File: src/rtl/wdog_pkg.sv
package wdog_pkg;
   localparam int unsigned OFS_COUNT   = 5'h00;
   localparam int unsigned OFS_RELOAD  = 5'h04;
   localparam int unsigned OFS_RESTART = 5'h08;
   localparam int unsigned OFS_CTRL    = 5'h0C;
   localparam int unsigned OFS_STATUS  = 5'h10;
   localparam int unsigned OFS_CLEAR   = 5'h14;
   localparam int unsigned OFS_LEN     = 5'h18;

   localparam int unsigned CTL_RUN     = 0;
   localparam int unsigned CTL_RST_EN  = 1;
   localparam int unsigned CTL_IRQ_EN  = 2;
   localparam int unsigned CTL_EXT_EN  = 3;
   localparam int unsigned CTL_EXT_SEL = 4;
   localparam int unsigned CTL_W       = 5;
   localparam int unsigned NUM_OUT     = 3;
endpackage

File: src/rtl/wdog_tick_src.sv
module wdog_tick_src #(
   parameter int unsigned SYNC_STAGES = 2
) (
   input  logic clk,
   input  logic rst_n,
   input  logic ext_clk_i,
   input  logic use_ext_i,
   output logic tick_o
);
   localparam int unsigned LAST = SYNC_STAGES - 1;

   if (SYNC_STAGES < 2) begin : g_bad_sync
      $error("wdog_tick_src: SYNC_STAGES must be at least 2");
   end

   logic [SYNC_STAGES-1:0] sync_q;
   logic                   prev_q;

   always_ff @(posedge clk or negedge rst_n) begin
      if (!rst_n) begin
         sync_q <= '0;
         prev_q <= 1'b0;
      end else begin
         sync_q <= {sync_q[SYNC_STAGES-2:0], ext_clk_i};
         prev_q <= sync_q[LAST];
      end
   end

   assign tick_o = use_ext_i ? (sync_q[LAST] & ~prev_q) : 1'b1;
endmodule

File: src/rtl/wdog_counter.sv
module wdog_counter #(
   parameter int unsigned          CNT_W   = 32,
   parameter logic [CNT_W-1:0]     CNT_RST = '0
) (
   input  logic             clk,
   input  logic             rst_n,
   input  logic             run_i,
   input  logic             tick_i,
   input  logic             restart_i,
   input  logic [CNT_W-1:0] reload_i,
   output logic [CNT_W-1:0] cnt_o,
   output logic             hit_o,
   output logic             evt_o
);
   localparam logic [CNT_W-1:0] ONE = CNT_W'(1);

   logic [CNT_W-1:0] cnt_q;
   logic             evt_q;
   logic             step;

   assign step  = run_i & tick_i & (cnt_q != '0) & ~restart_i;
   assign hit_o = step & (cnt_q == ONE);

   always_ff @(posedge clk or negedge rst_n) begin
      if (!rst_n) begin
         cnt_q <= CNT_RST;
         evt_q <= 1'b0;
      end else begin
         evt_q <= hit_o;
         if (restart_i)
            cnt_q <= reload_i;
         else if (step)
            cnt_q <= cnt_q - ONE;
      end
   end

   assign cnt_o = cnt_q;
   assign evt_o = evt_q;
endmodule

File: src/rtl/wdog_pulse.sv
module wdog_pulse #(
   parameter int unsigned LEN_W   = 8,
   parameter int unsigned NUM_OUT = 3
) (
   input  logic               clk,
   input  logic               rst_n,
   input  logic               fire_i,
   input  logic [LEN_W-1:0]   len_i,
   input  logic [NUM_OUT-1:0] en_i,
   output logic [NUM_OUT-1:0] pulse_o
);
   logic [LEN_W-1:0] left_q;
   logic             active;

   always_ff @(posedge clk or negedge rst_n) begin
      if (!rst_n)
         left_q <= '0;
      else if (fire_i)
         left_q <= len_i;
      else if (active)
         left_q <= left_q - LEN_W'(1);
   end

   assign active = (left_q != '0);

   for (genvar i = 0; i < NUM_OUT; i++) begin : g_out
      assign pulse_o[i] = active & en_i[i];
   end
endmodule

File: src/rtl/wdog_timer.sv
module wdog_timer
   import wdog_pkg::*;
#(
   parameter int unsigned          DATA_W      = 32,
   parameter int unsigned          ADDR_W      = 5,
   parameter int unsigned          LEN_W       = 8,
   parameter int unsigned          KEY_W       = 16,
   parameter logic [KEY_W-1:0]     RESTART_KEY = 16'h5AB9,
   parameter logic [DATA_W-1:0]    RELOAD_RST  = 32'h03EF1480,
   parameter int unsigned          SYNC_STAGES = 2
) (
   input  logic              clk,
   input  logic              rst_n,
   input  logic              ext_clk_i,
   input  logic [ADDR_W-1:0] bus_addr_i,
   input  logic              bus_we_i,
   input  logic [DATA_W-1:0] bus_wdata_i,
   output logic [DATA_W-1:0] bus_rdata_o,
   output logic              rst_pulse_o,
   output logic              irq_pulse_o,
   output logic              ext_pulse_o
);
   localparam logic [LEN_W-1:0]  LEN_RST = '1;
   localparam logic [DATA_W-1:0] KEY_WORD = DATA_W'(RESTART_KEY);

   if (DATA_W < KEY_W || DATA_W < LEN_W || DATA_W < CTL_W) begin : g_bad_w
      $error("wdog_timer: DATA_W too narrow for key, length or control");
   end
   if (ADDR_W < 5) begin : g_bad_a
      $error("wdog_timer: ADDR_W must reach offset 0x18");
   end

   logic [DATA_W-1:0]  reload_q;
   logic [CTL_W-1:0]   ctrl_q;
   logic               status_q;
   logic [LEN_W-1:0]   len_q;
   logic [DATA_W-1:0]  cnt_q;
   logic               tick, hit, evt, restart;
   logic [NUM_OUT-1:0] pulses;

   function automatic logic sel(input logic [ADDR_W-1:0] a, input int unsigned ofs);
      return a == ADDR_W'(ofs);
   endfunction

   assign restart = bus_we_i & sel(bus_addr_i, OFS_RESTART) & (bus_wdata_i == KEY_WORD);

   always_ff @(posedge clk or negedge rst_n) begin
      if (!rst_n) begin
         reload_q <= RELOAD_RST;
         ctrl_q   <= '0;
         len_q    <= LEN_RST;
         status_q <= 1'b0;
      end else begin
         if (bus_we_i && sel(bus_addr_i, OFS_RELOAD)) reload_q <= bus_wdata_i;
         if (bus_we_i && sel(bus_addr_i, OFS_CTRL))   ctrl_q   <= bus_wdata_i[CTL_W-1:0];
         if (bus_we_i && sel(bus_addr_i, OFS_LEN))    len_q    <= bus_wdata_i[LEN_W-1:0];
         if (hit)
            status_q <= 1'b1;
         else if (bus_we_i && sel(bus_addr_i, OFS_CLEAR) && bus_wdata_i[0])
            status_q <= 1'b0;
      end
   end

   always_comb begin
      bus_rdata_o = '0;
      if (sel(bus_addr_i, OFS_COUNT))       bus_rdata_o = cnt_q;
      else if (sel(bus_addr_i, OFS_RELOAD)) bus_rdata_o = reload_q;
      else if (sel(bus_addr_i, OFS_CTRL))   bus_rdata_o = DATA_W'(ctrl_q);
      else if (sel(bus_addr_i, OFS_STATUS)) bus_rdata_o = DATA_W'(status_q);
      else if (sel(bus_addr_i, OFS_LEN))    bus_rdata_o = DATA_W'(len_q);
   end

   wdog_tick_src #(.SYNC_STAGES(SYNC_STAGES)) u_tick (
      .clk(clk), .rst_n(rst_n), .ext_clk_i(ext_clk_i),
      .use_ext_i(ctrl_q[CTL_EXT_SEL]), .tick_o(tick)
   );

   wdog_counter #(.CNT_W(DATA_W), .CNT_RST(RELOAD_RST)) u_cnt (
      .clk(clk), .rst_n(rst_n), .run_i(ctrl_q[CTL_RUN]), .tick_i(tick),
      .restart_i(restart), .reload_i(reload_q), .cnt_o(cnt_q),
      .hit_o(hit), .evt_o(evt)
   );

   wdog_pulse #(.LEN_W(LEN_W), .NUM_OUT(NUM_OUT)) u_pulse (
      .clk(clk), .rst_n(rst_n), .fire_i(evt), .len_i(len_q),
      .en_i({ctrl_q[CTL_EXT_EN], ctrl_q[CTL_IRQ_EN], ctrl_q[CTL_RST_EN]}),
      .pulse_o(pulses)
   );

   assign rst_pulse_o = pulses[0];
   assign irq_pulse_o = pulses[1];
   assign ext_pulse_o = pulses[2];
endmodule

File: config.mk
export PLATFORM = sky130hd
export DESIGN_NAME = wdog_timer
export DESIGN_NICKNAME = d
export VERILOG_FILES = /design/src/rtl/wdog_pkg.sv /design/src/rtl/wdog_tick_src.sv /design/src/rtl/wdog_counter.sv /design/src/rtl/wdog_pulse.sv /design/src/rtl/wdog_timer.sv
export SDC_FILE = /design/constraint.sdc
export NUM_CORES = 1
export LEC_CHECK = 0
export ABC_CLOCK_PERIOD_IN_PS = 3800
export BUFFER_PORTS_ARGS = -buffer_cell sky130_fd_sc_hd__buf_2
export CAP_MARGIN = 5
export CORE_MARGIN = 1.5
export CORE_UTILIZATION = 40
export DETAILED_ROUTE_END_ITERATION = 7
export GPL_ROUTABILITY_DRIVEN = 0
export SYNTH_ARGS = -nofsm -noshare
export SYNTH_HDL_FRONTEND = slang
export SYNTH_SLANG_ARGS = --single-unit
File: constraint.sdc
create_clock -name clk -period 3.8 [get_ports clk]
set_input_delay 1.14 -clock clk [delete_from_list [all_inputs] [get_ports clk]]
set_output_delay 1.14 -clock clk [all_outputs]
set_load 0.01 [all_outputs]
* Word level (Yosys, flattened, before mapping)
Cells that the tools add are included.
** Word-level totals
- Bits in registers :: 90
- Input bits :: 41
- Output and inout port bits :: 35
** Operators by class
- $add $sub $neg :: 2
- Equality and inequality tests :: 8
- Muxes and demuxes :: 12
- Bitwise gates (word level) :: 12
- Reductions and logical operators :: 11
** Operators with widths (number)
- 2-to-1 mux 32 bit :: 4
- 2-to-1 mux 8 bit :: 5
- == test 32 x 1 -> 1 bit, second input constant :: 1
- == test 32 x 15 -> 1 bit, second input constant :: 1
- nonzero test 32 bit :: 1
- subtractor 32 x 1 -> 32 bit, second input constant :: 1
- == test 5 bit, second input constant :: 3
- bitwise AND 1 bit :: 10
- == test 5 x 4 -> 1 bit, second input constant :: 2
- nonzero test 8 bit :: 1
- subtractor 8 x 1 -> 8 bit, second input constant :: 1
- nonzero test 2 bit :: 3
- == test 5 x 3 -> 1 bit, second input constant :: 1
- logical AND 1 bit :: 5
- zero test 5 bit :: 1
- 2-to-1 mux 1 bit :: 3
- NOT 1 bit :: 2

* Depth between registers and ports, before layout
- Word-level depth :: 8
- Depth in mapped cells :: 9
- Mapped depth without buffers :: 8

* Cells and area by module
From an unflattened synthesis, not the netlist that was laid out.
** Unflattened totals
- Cells, all modules :: 498
- Area total of the unflattened synthesis :: 5345.1 sq um
** Modules (own cells, without submodules)
- wdog_timer :: instances 1, cells each 189, area an instance 2571.2 sq um, sequential area each 1176.1 sq um
- wdog_counter :: instances 1, cells each 242, area an instance 2143.3 sq um, sequential area each 840.8 sq um
- wdog_pulse :: instances 1, cells each 62, area an instance 543.0 sq um, sequential area each 200.2 sq um
- wdog_tick_src :: instances 1, cells each 5, area an instance 87.6 sq um, sequential area each 75.1 sq um

* Worst setup path after synthesis
No wires, ideal clock.
- Path kind :: input to output
- From :: input bus_addr_i[1]
- To :: output bus_rdata_o[12]
- Data arrival time :: 2.416 ns
- Required time :: 2.660 ns
- Setup slack :: 0.244 ns
- Stages :: 5
- Buffers on the path :: 2
- Cells stage by stage :: nor3_1 > and2_1 > clkbuf_1 > buf_1 > a22o_1
** On the way
- Cells in the longest elaborated chain, start to end :: 3
- Elaborated cells between the ends (all ways) :: 4
- Classes of those cells :: eq/ne (1); mux (2); reduce/logical (1)
** Ends and longest elaborated chain
- start: declaration :: line wdog_timer.sv:15 : input logic [ADDR_W-1:0] bus_addr_i,
- == test 5 x 3 -> 1 bit :: line wdog_timer.sv:42 : return a == ADDR_W'(ofs);
- 2-to-1 mux 32 bit :: line wdog_timer.sv:67 : else if (sel(bus_addr_i, OFS_RELOAD)) bus_rdata_o = reload_q;
- 2-to-1 mux 32 bit * :: line wdog_timer.sv:66 : if (sel(bus_addr_i, OFS_COUNT)) bus_rdata_o = cnt_q;
- end: declaration :: line wdog_timer.sv:18 : output logic [DATA_W-1:0] bus_rdata_o,
Every way passes the cells marked *; elsewhere a longest branch is shown, timed or not.

* Worst setup path after layout
- From :: input bus_addr_i[1]
- To :: output bus_rdata_o[4]
** On the way
- Cells in the longest elaborated chain, start to end :: 6
- Elaborated cells between the ends (all ways) :: 10
- Classes of those cells :: eq/ne (4); mux (5); reduce/logical (1)
** Ends and longest elaborated chain
- == test 5 bit :: line wdog_timer.sv:42
- 2-to-1 mux 8 bit :: line wdog_timer.sv:70 : else if (sel(bus_addr_i, OFS_LEN)) bus_rdata_o = DATA_W'(len_q);
- 2-to-1 mux 8 bit :: line wdog_timer.sv:69 : else if (sel(bus_addr_i, OFS_STATUS)) bus_rdata_o = DATA_W'(status_q);
- 2-to-1 mux 8 bit :: line wdog_timer.sv:68 : else if (sel(bus_addr_i, OFS_CTRL)) bus_rdata_o = DATA_W'(ctrl_q);
- 2-to-1 mux 32 bit :: line wdog_timer.sv:67
- 2-to-1 mux 32 bit * :: line wdog_timer.sv:66
Marks and branches as above.

==> metrics.txt <==
ys async rst share=100%; CP peak stage delay=0.35 ns; HP Start=u_tick.sync_q[0]$_DFF_PN0_; crit path from=bus_addr_i[1]; Max Clk Rate=0.284 GHz; Yosys warnings=0; Hold Path Depth=0; Layout Skew=0.00804 ns; R2R cell count=9; kind of critical path=in -> out; routed wire length=11.7 mm; Max stage delay cell, worst path=and3_1; worst endpoint required time=2.66 ns; top_reg_cell synth=dfrtp_1; core footprint=0.0116 sq mm; standard-cell rows=39; CP bufs+invs=3; Die Wd=113 um; Final Max Slew Viols=0; clock slew at reported path FFs=0.06 ns; crit path DAT=2.38 ns; DR DRC count=0; vias per std cell=5.40; critical path depth=7; clk root buf=clkbuf_16; EDFF count, synth=0; Worst-Skew Late Latency=0.35 ns; setup_tns=0 ns; CP max FO=8; sequential area share after synthesis=47.6%; vias in the first global route=3794; Worst VDD drop=342 uV; Finish-stage setup viols=0; post-synthesis mux area share=11.2%; Die Y=113 um; leakage=0.00239 uW; status=complete, no violations; Starting Density=41.7%; all-layer global routing usage=19.3%; IO Port Bufs=75; Post-CTS Setup Bufs=0; commonest non-fill, non-tap cells in the layout=buf_2, dfrtp_1, nor2_1, mux2_2, a21oi_1; routed via count=3683; final hold vios=0; min-delay worst type=reg -> reg; synthesized area=0.00482 sq mm; ANT cells=0; largest family of logic cells by synthesized area=simple AND/OR/NAND/NOR gates; worst rel slew slack=40.6%; library cells used by synthesis=50; Mapped Cells=458; hold buffer count at CTS=0; cts repair resizes=0; largest net degree at the start of global routing=39; CP most frequent cell=buf_2; initial drt markers=140; clock tree buffer depth=2; Final nets=579; Synth Area in Adders=1.04%; CTS tree=yes; Reg2Reg Launch Point=u_cnt.cnt_o[0]$_DFFE_PN0P_; initial antenna violation count=0; First-pass DRT Iterations=5; Final Cycle Share=92.7%; Pwr Total=2720 uW; Remaining Overflow, GRT=0; CTS Sinks=90; MaxCap Viol Count=0; complex-gate fraction of the synthesized area=13.1%; final core occ=49.5%; final antenna-violating net count=0; Post-Synth Simple-Gate Area=17.8%; CP top delay family=simple AND/OR/NAND/NOR gates; global-route wire length before repair=19.3 mm; top-level I/O count=76; Crit. End Element=output pin; Num CTS Buffers=9; RSZ-0062 raised after global routing=no; cells along the critical path=buf_2 > nor3_1 > buf_4 > and3_1 > nand2_1 > a31oi_1 > buf_2; startpoint class of the critical path=input port; fin crit period=3.52 ns; power per cell area=476 mW/mm^2; Least-Margin Pin Slew=0.883 ns; die area=0.0127 sq mm; Post-Synth XOR/XNOR Area=6.55%; syn avg cell area=10.5 sq um; Area growth, synth to finish=18.8%; synthesized flop and latch total=90; ratio of cells with drive above 1 in the final layout=36.0%; net count after synthesis=503; DR WL/cell=17.1 um; most common cell after layout, fill and taps aside=buf_2; htree depth=3; Post-DP HPWL=8.64 mm
[layer usage]
metal  share of wire [%]  track usage [%]  wire length [um]  up-vias
li1                    -                -                 -     1828
met5                   0                0                 0        -
met3                 3.9             3.43               451       14
met1                  46             25.5              5400     1773
met2                  48             31.8              5630       68
met4                 1.6             7.43               188        0
[state kept, by name (all words and copies together), names as in the netlist]
name            cells
u_pulse.left_q      8
u_cnt.evt_o         1
ctrl_q              5
status_q            1
reload_q           32
u_tick.prev_q       1
u_tick.sync_q       2
len_q               8
u_cnt.cnt_o        32
[worst paths after layout]
| kind | end | slack, ns |
|---|---|---|
| max in group asynchronous | reload_q[21]$_DFFE_PN1P_ | 2.26 |
| min in group asynchronous | u_pulse.left_q[0]$_DFFE_PN0P_ | 0.75 |
| worst min register to register | u_tick.sync_q[1]$_DFF_PN0_ | 0.35 |
| worst max-delay path | bus_rdata_o[4] | 0.28 |
| worst max register to register | u_cnt.cnt_o[5]$_DFFE_PN0P_ | 0.85 |
| worst min-delay path | u_tick.sync_q[1]$_DFF_PN0_ | 0.35 |
[cell families after synthesis]
| kind of cell | count (synthesis) |
|---|---|
| DFF | 90 |
| adders and majority gates | 4 |
| xor gates and xnor gates | 36 |
| AOI/OAI and AO/OA | 89 |
| and+or+nand+nor | 161 |
| muxes | 48 |
| buffers and inverters | 30 |
[cell type report]
type                            instances  area (sq um)
Clock buffer                           10           239
Clock inverter                          6          72.6
Fill cell                            1084          5840
Inverter                                8          30.0
Multi-Input combinational cell        338          2400
Sequential cell                        90          2290
Tap cell                              143           179
Timing Repair Buffer                   87           505
[Yosys cell counts (2+ instances only)]
cell / instances / area [sq um]
or4_1: 2 / 15.0
a22o_1: 27 / 236
nand3_1: 5 / 25.0
a21oi_1: 34 / 170
o21a_1: 2 / 15.0
and2_1: 4 / 25.0
nand4_1: 5 / 31.3
nor3_1: 16 / 80.1
buf_1: 5 / 18.8
a22oi_1: 4 / 30.0
xnor2_1: 28 / 245
nor4b_1: 3 / 26.3
inv_1: 8 / 30.0
nor4_2: 2 / 25.0
clkbuf_1: 7 / 26.3
dfstp_2: 32 / 841
nand2_1: 29 / 109
and4b_1: 2 / 20.0
nand4b_1: 3 / 26.3
a222oi_1: 3 / 30.0
nor4_1: 18 / 113
dfrtp_1: 58 / 1450
a31oi_1: 5 / 31.3
nor2_1: 52 / 195
or3_1: 4 / 25.0
o31ai_1: 5 / 37.5
buf_2: 9 / 45.0
ha_1: 4 / 50.1
nor3b_1: 2 / 15.0
mux2_2: 47 / 529
and3_1: 3 / 18.8
xor2_1: 8 / 70.1
nand2b_1: 2 / 12.5
o21ai_0: 4 / 20.0
[power breakdown]
part	leakage, uW	total (uW)	switching, uW	internal, uW
combinational	0.00125	470	219	251
sequential	0.000995	1320	162	1160
clock	0.000150	934	398	536
[per-stage QoR]
| step | cells | hold slack, ns | area (sq um) | setup WS [ns] |
|---|---|---|---|---|
| global route | 682 | 0.352 | 5720 | 0.106 |
| detailed placement | 666 | 0.337 | 5410 | 0.259 |
| global placement | 666 | 0.335 | 5410 | 0.249 |
| floorplan | 458 | 0.331 | 4820 | 0.244 |
| finish | 682 | 0.349 | 5720 | 0.277 |
| CTS | 682 | 0.351 | 5720 | 0.258 |
[worst reg2reg max path: cells and delay by family (launching register included)]
family / cells / cell delay [ns]
and+or+nand+nor: 4 / 1.59
buffers and inverters: 2 / 0.38
DFF: 1 / 0.43
AOI/OAI and AO/OA: 1 / 0.08
adders and majority gates: 1 / 0.19
xor gates and xnor gates: 1 / 0.16
Note: power is estimated with default switching activity, not from simulation.
